[src/rtl/ctlfr_pkg.sv]
package ctlfr_pkg;

   // Position of the frame sequencer within one symbol period
   typedef enum logic [1:0] {
      PH_WAIT = 2'd0,   // no strobe edge seen since reset
      PH_DATA = 2'd1,   // shifting word bits
      PH_GAP  = 2'd2    // idle remainder of the period
   } frame_phase_e;

   // Number of fixed single-bit fields in the word (enable, loopback, boost)
   localparam int FLAG_BITS = 3;

endpackage

[src/rtl/ctlfr_edge.sv]
module ctlfr_edge #(
   parameter int STAGES = 2
) (
   input  logic clk,
   input  logic rst_n,
   input  logic strobe_in,
   output logic rise_pulse
);

   generate
      if (STAGES == 0) begin : g_direct
         logic prev_q;
         always_ff @(posedge clk or negedge rst_n) begin
            if (!rst_n) prev_q <= 1'b0;
            else        prev_q <= strobe_in;
         end
         assign rise_pulse = strobe_in & ~prev_q;
      end else begin : g_sync
         logic [STAGES:0] sh_q;
         always_ff @(posedge clk or negedge rst_n) begin
            if (!rst_n) sh_q <= '0;
            else        sh_q <= {sh_q[STAGES-1:0], strobe_in};
         end
         assign rise_pulse = sh_q[STAGES-1] & ~sh_q[STAGES];
      end
   endgenerate

endmodule

[src/rtl/ctlfr_assemble.sv]
module ctlfr_assemble #(
   parameter int              SYM_W    = 2,
   parameter int              GAIN_W   = 3,
   parameter int              RSV_W    = 8,
   parameter logic [SYM_W-1:0] ZERO_SYM = '0,
   localparam int             WB       = RSV_W + GAIN_W + SYM_W + ctlfr_pkg::FLAG_BITS
) (
   input  logic              clk,
   input  logic              rst_n,
   input  logic              load,
   input  logic              tx_en,
   input  logic [SYM_W-1:0]  sym,
   input  logic [GAIN_W-1:0] gain,
   input  logic              loop_en,
   input  logic              boost_en,
   output logic [WB-1:0]     word_q
);

   logic [SYM_W-1:0] sym_eff;
   logic [WB-1:0]    word_next;

   always_comb begin
      // a disabled transmitter always carries the zero symbol
      sym_eff   = tx_en ? sym : ZERO_SYM;
      word_next = {{RSV_W{1'b0}}, boost_en, loop_en, gain, sym_eff, tx_en};
   end

   // shadow copy held for the whole frame
   always_ff @(posedge clk or negedge rst_n) begin
      if (!rst_n)    word_q <= '0;
      else if (load) word_q <= word_next;
   end

endmodule

[src/rtl/ctlfr_seq.sv]
module ctlfr_seq #(
   parameter  int PERIOD = 48,
   parameter  int WB     = 16,
   localparam int CNT_W  = $clog2(PERIOD)
) (
   input  logic             clk,
   input  logic             rst_n,
   input  logic             start,
   output logic [CNT_W-1:0] cnt_q,
   output logic             data_phase
);
   import ctlfr_pkg::*;

   localparam logic [CNT_W-1:0] LAST     = CNT_W'(PERIOD - 1);
   localparam logic [CNT_W-1:0] LAST_BIT = CNT_W'(WB - 1);

   frame_phase_e phase_q;

   always_ff @(posedge clk or negedge rst_n) begin
      if (!rst_n) begin
         cnt_q   <= LAST;
         phase_q <= PH_WAIT;
      end else if (start) begin
         cnt_q   <= '0;
         phase_q <= PH_DATA;
      end else if (phase_q != PH_WAIT && cnt_q != LAST) begin
         cnt_q <= cnt_q + 1'b1;
         if (cnt_q == LAST_BIT) phase_q <= PH_GAP;
      end
   end

   assign data_phase = (phase_q == PH_DATA);

endmodule

[src/rtl/ctlfr_txreg.sv]
module ctlfr_txreg #(
   parameter  int WB          = 16,
   parameter  int CNT_W       = 6,
   parameter  bit OUT_ON_FALL = 1'b1,
   localparam int IDX_W       = $clog2(WB)
) (
   input  logic             clk,
   input  logic             rst_n,
   input  logic             data_phase,
   input  logic [CNT_W-1:0] cnt,
   input  logic [WB-1:0]    word,
   output logic             ser_out,
   output logic             word_active
);

   logic [IDX_W-1:0] sel;
   logic             bit_next;

   always_comb begin
      sel      = IDX_W'(WB - 1) - cnt[IDX_W-1:0];
      bit_next = data_phase & word[sel];
   end

   generate
      if (OUT_ON_FALL) begin : g_fall
         always_ff @(negedge clk or negedge rst_n) begin
            if (!rst_n) begin
               ser_out     <= 1'b0;
               word_active <= 1'b0;
            end else begin
               ser_out     <= bit_next;
               word_active <= data_phase;
            end
         end
      end else begin : g_rise
         always_ff @(posedge clk or negedge rst_n) begin
            if (!rst_n) begin
               ser_out     <= 1'b0;
               word_active <= 1'b0;
            end else begin
               ser_out     <= bit_next;
               word_active <= data_phase;
            end
         end
      end
   endgenerate

endmodule

[src/rtl/ctlword_framer.sv]
module ctlword_framer #(
   parameter int               SYM_W       = 2,
   parameter int               GAIN_W      = 3,
   parameter int               RSV_W       = 8,
   parameter int               PERIOD      = 48,
   parameter int               SYNC_STAGES = 2,
   parameter bit               OUT_ON_FALL = 1'b1,
   parameter logic [SYM_W-1:0] ZERO_SYM    = '0
) (
   input  logic              os_clk,
   input  logic              rst_n,
   input  logic              baud_strobe,
   input  logic              tx_on,
   input  logic [SYM_W-1:0]  sym_code,
   input  logic [GAIN_W-1:0] rx_gain_code,
   input  logic              loop_on,
   input  logic              boost_on,
   output logic              ser_out,
   output logic              word_active
);

   localparam int WORD_BITS = RSV_W + GAIN_W + SYM_W + ctlfr_pkg::FLAG_BITS;
   localparam int CNT_W     = $clog2(PERIOD);

   generate
      if (PERIOD <= WORD_BITS) begin : g_bad_period
         $error("PERIOD must exceed the word length");
      end
      if (SYNC_STAGES < 0 || SYNC_STAGES > 4) begin : g_bad_sync
         $error("SYNC_STAGES must lie in 0..4");
      end
      if (SYM_W < 1 || GAIN_W < 1 || RSV_W < 0) begin : g_bad_field
         $error("field widths out of range");
      end
   endgenerate

   logic             rise_raw;
   logic             start_ok;
   logic             data_phase;
   logic [CNT_W-1:0] cnt;
   logic [WORD_BITS-1:0] word_q;

   ctlfr_edge #(.STAGES(SYNC_STAGES)) u_edge (
      .clk        (os_clk),
      .rst_n      (rst_n),
      .strobe_in  (baud_strobe),
      .rise_pulse (rise_raw)
   );

   // edges during the data periods are not acted on
   assign start_ok = rise_raw & ~data_phase;

   ctlfr_assemble #(
      .SYM_W    (SYM_W),
      .GAIN_W   (GAIN_W),
      .RSV_W    (RSV_W),
      .ZERO_SYM (ZERO_SYM)
   ) u_asm (
      .clk      (os_clk),
      .rst_n    (rst_n),
      .load     (start_ok),
      .tx_en    (tx_on),
      .sym      (sym_code),
      .gain     (rx_gain_code),
      .loop_en  (loop_on),
      .boost_en (boost_on),
      .word_q   (word_q)
   );

   ctlfr_seq #(.PERIOD(PERIOD), .WB(WORD_BITS)) u_seq (
      .clk        (os_clk),
      .rst_n      (rst_n),
      .start      (start_ok),
      .cnt_q      (cnt),
      .data_phase (data_phase)
   );

   ctlfr_txreg #(
      .WB          (WORD_BITS),
      .CNT_W       (CNT_W),
      .OUT_ON_FALL (OUT_ON_FALL)
   ) u_tx (
      .clk         (os_clk),
      .rst_n       (rst_n),
      .data_phase  (data_phase),
      .cnt         (cnt),
      .word        (word_q),
      .ser_out     (ser_out),
      .word_active (word_active)
   );

endmodule

[config.mk]
export PLATFORM = sky130hd
export DESIGN_NAME = ctlword_framer
export DESIGN_NICKNAME = d
export VERILOG_FILES = /design/src/rtl/ctlfr_pkg.sv /design/src/rtl/ctlfr_edge.sv /design/src/rtl/ctlfr_assemble.sv /design/src/rtl/ctlfr_seq.sv /design/src/rtl/ctlfr_txreg.sv /design/src/rtl/ctlword_framer.sv
export SDC_FILE = /design/constraint.sdc
export NUM_CORES = 1
export LEC_CHECK = 0
export ABC_AREA = 1
export ABC_CLOCK_PERIOD_IN_PS = 2200
export BUFFER_PORTS_ARGS = -buffer_cell sky130_fd_sc_hd__buf_2
export CAP_MARGIN = 20
export CORE_UTILIZATION = 35
export DETAILED_ROUTE_END_ITERATION = 8
export GPL_ROUTABILITY_DRIVEN = 0
export PLACE_DENSITY = 0.52
export SYNTH_ARGS = -nofsm -noshare
export SYNTH_HDL_FRONTEND = slang
export SYNTH_SLANG_ARGS = --single-unit
[constraint.sdc]
create_clock -name os_clk -period 2.2 [get_ports os_clk]
set_clock_uncertainty 0.1 [all_clocks]
set_input_delay 0.22 -clock os_clk [delete_from_list [all_inputs] [get_ports os_clk]]
set_output_delay 0.22 -clock os_clk [all_outputs]
set_load 0.02 [all_outputs]
Word level (Yosys, flattened, before mapping). Index checks and enable logic that the tools add are counted.

Register bits: 21. Latch bits: 0. RAM bits: 0. Bits in read-only memories: 0. Input port bits: 11. Output and inout bits: 2. Logic and storage cells: 30. Memories: 0.

Add/subtract/negate cells: 2. Multiply operators: 0. Divide/modulo/power cells: 0. Order comparisons: 1. Eq/ne operators: 3. Shift operators: 0. Muxes and demuxes: 8. Bitwise gates (word level): 5. Reductions and logical operators: 5.

Operator list (count): 6-bit two-way mux (2); 2-bit two-way mux (4); 6-bit by 1-bit adder with 6-bit output (second input constant) (1); 6-bit by 4-bit == test with 1-bit output (second input constant) (1); 6-bit != test (second input constant) (1); 2-bit nonzero test (3); 4-bit by 5-bit less-than comparator with 1-bit output (second input constant) (1); 1-bit binary-select mux with 4-bit select (1); 4-bit subtractor (first input constant) (1); 1-bit bitwise AND (3); 2-bit by 1-bit == test with 1-bit output (second input constant) (1); 1-bit NOT (2); 2-bit AND reduction (1); 1-bit logical AND (1); 1-bit two-way mux (1).

Logic depth before layout (Yosys ltp).
Depth after elaboration: 5. Mapped depth: 8. Depth with buffers taken out: 8.

By module. From an unflattened synthesis, not the netlist that was laid out.

Cells, all modules: 161. Area, all modules: 1176.1 um^2.

Modules (own cells, without submodules): ctlfr_seq (instances 1, cells each 60, area an instance 454.2 um^2, sequential area each 206.4 um^2); ctlfr_assemble (instances 1, cells each 43, area an instance 371.6 um^2, sequential area each 200.2 um^2); ctlfr_txreg (instances 1, cells each 51, area an instance 255.2 um^2, sequential area each 50.0 um^2); ctlfr_edge (instances 1, cells each 5, area an instance 85.1 um^2, sequential area each 75.1 um^2); ctlword_framer (instances 1, cells each 2, area an instance 10.0 um^2, sequential area each 0.0 um^2).

==> results.md <==
- Post-DP HPWL: 1444 µm
- Vias in the first global route: 787
- Post-Synth Adder-Cell Area: 1.242%
- Setup ws final: -121.1 ps
- Drt wl/cell: 10.96 µm
- Clock transition at path regs: 110 ps
- DR pass1 iterations: 4
- RSZ-0062 raised after global routing: yes
- H-tree depth: 1
- Final ANT Viol Nets: 0
- Critical Path AT: 1280 ps
- Top cells by count, synth: nand2_1 (54), dfrtp_1 (14), nand3_1 (11)
- Synth Instances: 122
- Final hold viol count: 0
- HP Class: in -> reg
- Critical-path cell list: inv_2 -> nand2_1 -> nand3_1 -> nand2_1 -> nand2_1 -> nand2_1 -> nor2_1
- Largest net degree at the start of global routing: 19
- Initial core utilization: 36.84%
- Clk_lat worst skew: 300 ps
- Grt total ovfl: 0
- Die Span Y: 55.65 µm
- Status: finished with violations
- Main synth FF type: dfrtp_1
- Post-Layout Cell Count: 179
- Mapped cell area: 0.001007 mm²
- Syn avg cell area: 8.256 µm²
- Pwr/cell area: 1345 mW/mm²
- Yosys warns: 0
- Mux cell area share after synthesis: 0%
- CTS root buffer: clkbuf_4
- Die X: 55.65 µm
- Total power: 1659 µW
- CTS tree: done
- Layout cells sized above 1: 27.03%
- Sequential-to-total area share from yosys stat: 52.80%
- CP max FO: 5
- Fraction of registers with async set or reset after synthesis: 100.0%
- CTS buffer count: 3
- Area growth from synthesis to layout: 22.48%
- Peak supply drop: 615.7 µV
- Nets: 161
- Synth unique cells: 19
- Fin Hold WS: 6.461 ps
- DRC violations left: 0
- CP max stage cell: dfstp_2
- Critical path type: reg -> reg
- Cell row count: 19
- Fin. max-slew vios: 0
- Crit path capture type: flop
- Initial antenna violation count: 0
- Clk sinks: 21
- Antenna cells: 0
- Fill cells: 272
- Placed Cells: 170
- Core area: 0.002734 mm²
- First-pass GRT wire length: 3484 µm
- Die area: 0.003096 mm²
- Via count: 832
- Req. time, crit path: 1160 ps
- Max stage delay on crit path: 560 ps
- CTS max path bufs: 2
- Main combinational cell family by area after synthesis: simple AND/OR/NAND/NOR gates
- Post-synth EDFFs: 0
- Area contributors post-synth: dfrtp_1 (35%), nand2_1 (20%), dfstp_2 (13%)
- Finished Core Util: 45.13%
- PortBufs: 12
- Critical path launch point type: flop
- GRT Resource Usage Total: 14.88%
- Final setup violation count: 3
- Post-synthesis xor/xnor area fraction: 0.8696%
- IO Pins: 13
- Number of max-cap violations: 0
- Leakage power: 0.0006350 µW
- Failing checks: setup timing
- Simple-Gate Fraction of Synth Area: 35.65%
- Compound-Gate Fraction of Synth Area: 3.230%
- Worst Max-Slew Pin Slew: 244.6 ps
- Detailed Route WL: 1962 µm
- Top cell type's share of synthesized area: 34.78%
- Yosys top cell by area: dfrtp_1
- Max_slew headroom: 83.64%
- Most used cell, CP: nand2_1
- DRT iter0 DRCs: 12
- Post-synthesis register bit count: 21
- R2r setup slk: -120 ps
- Count leader, synth: nand2_1
- Post-Synthesis Net Count: 134
- Avg Vias per Cell: 4.648
[worst paths after layout]
check	from	endpoint	cells past startpoint
setup / recovery	u_seq.cnt_q[0]	u_tx.ser_out	7
hold / removal	rx_gain_code[0]	u_asm.word_q[3]	3
setup reg to reg	u_seq.cnt_q[0]	u_tx.ser_out	7
hold reg to reg	u_edge.g_sync.sh_q[0]	u_edge.g_sync.sh_q[1]	0
max in group asynchronous	rst_n	u_tx.ser_out	2
min in group asynchronous	rst_n	u_asm.word_q[1]	2
[worst max-delay path, delay by kind of cell (launching register included)]
kind | cells | cell delay, ps
DFF | 1 | 560
and+or+nand+nor | 6 | 360
buffers and inverters | 1 | 60
[layer usage]
metal	vias up	share of wire [%]	GRT usage (%)	routed length (µm)
li1	428	-	-	-
met3	4	2.2	2.791	43
met2	11	45	22.55	892
met4	0	2.2	8.571	44
met5	-	0	0	0
met1	389	50	19.91	982
[per-stage QoR]
| stage | area, µm² | worst slack, ps | TNS (ps) |
|---|---|---|---|
| floorplan | 1007 | -74.35 | -74.35 |
| global placement | 1144 | -36.97 | -36.97 |
| detailed placement | 1144 | -85.03 | -85.03 |
| CTS | 1226 | -101.1 | -216.6 |
| global route | 1234 | -195.5 | -371.1 |
| finish | 1234 | -121.1 | -209.8 |
[layout by cell type, fill, tap and decap left out]
| cell type | netlist | final |
|---|---|---|
| dfstp_2 | 5 | 5 |
| nand3_1 | 11 | 11 |
| dfrtn_1 | 2 | 2 |
| nor2_2 | 2 | 2 |
| o21ai_1 | 2 | 2 |
| a21oi_2 | 0 | 1 |
| nor2_1 | 6 | 6 |
| nand2_8 | 1 | 1 |
| nor2_4 | 3 | 3 |
| ha_1 | 1 | 1 |
| nand2_1 | 54 | 54 |
| dfrtp_1 | 14 | 14 |
| clkbuf_4 | 0 | 3 |
| dlygate4sd3_1 | 0 | 4 |
| o21bai_1 | 1 | 1 |
| buf_2 | 0 | 10 |
| inv_1 | 7 | 7 |
| inv_2 | 4 | 4 |
| buf_4 | 2 | 8 |
| a21oi_1 | 3 | 2 |
| inv_4 | 1 | 1 |
| clkbuf_1 | 0 | 1 |
| xor2_1 | 1 | 1 |
| nand4_1 | 2 | 2 |
| buf_6 | 0 | 2 |
[cell type report]
class	count	area (µm²)	share of cell area (%)
Clock buffer	4	26.28	2.130
Sequential cell	21	531.8	43.10
Inverter	12	47.55	3.854
Tap cell	31	38.79	3.144
Timing Repair Buffer	24	172.7	14.00
Multi-Input combinational cell	87	416.7	33.77
[sequential cells by signal, summed over array words and instances, names as in the netlist]
signal	count
u_tx.word_active	1
u_seq.phase_q	2
u_asm.word_q	8
u_edge.g_sync.sh_q	3
u_seq.cnt_q	6
u_tx.ser_out	1
[cells by family after synthesis]
family,Yosys count
AND/OR/NAND/NOR,79
flip-flops,21
buffers and inverters,14
AO/OA/AOI/OAI,6
XOR/XNOR,1
adder cells (fa/ha/maj),1
[power by group]
part | total, µW | internal, µW | switching (µW)
Clock | 187 | 70.7 | 117
Sequential | 706 | 581 | 125
Combinational | 766 | 338 | 428
[repair_timing]
item                                    in CTS  in global routing
hold buffers                                 4                  0
resized for setup                            3                  2
setup buffers                                1                  0
pin swaps                                    1                  2
endpoints found under the setup margin       3                  3
endpoints found under the hold margin       20                  0
(Power assumes the default switching activity.)
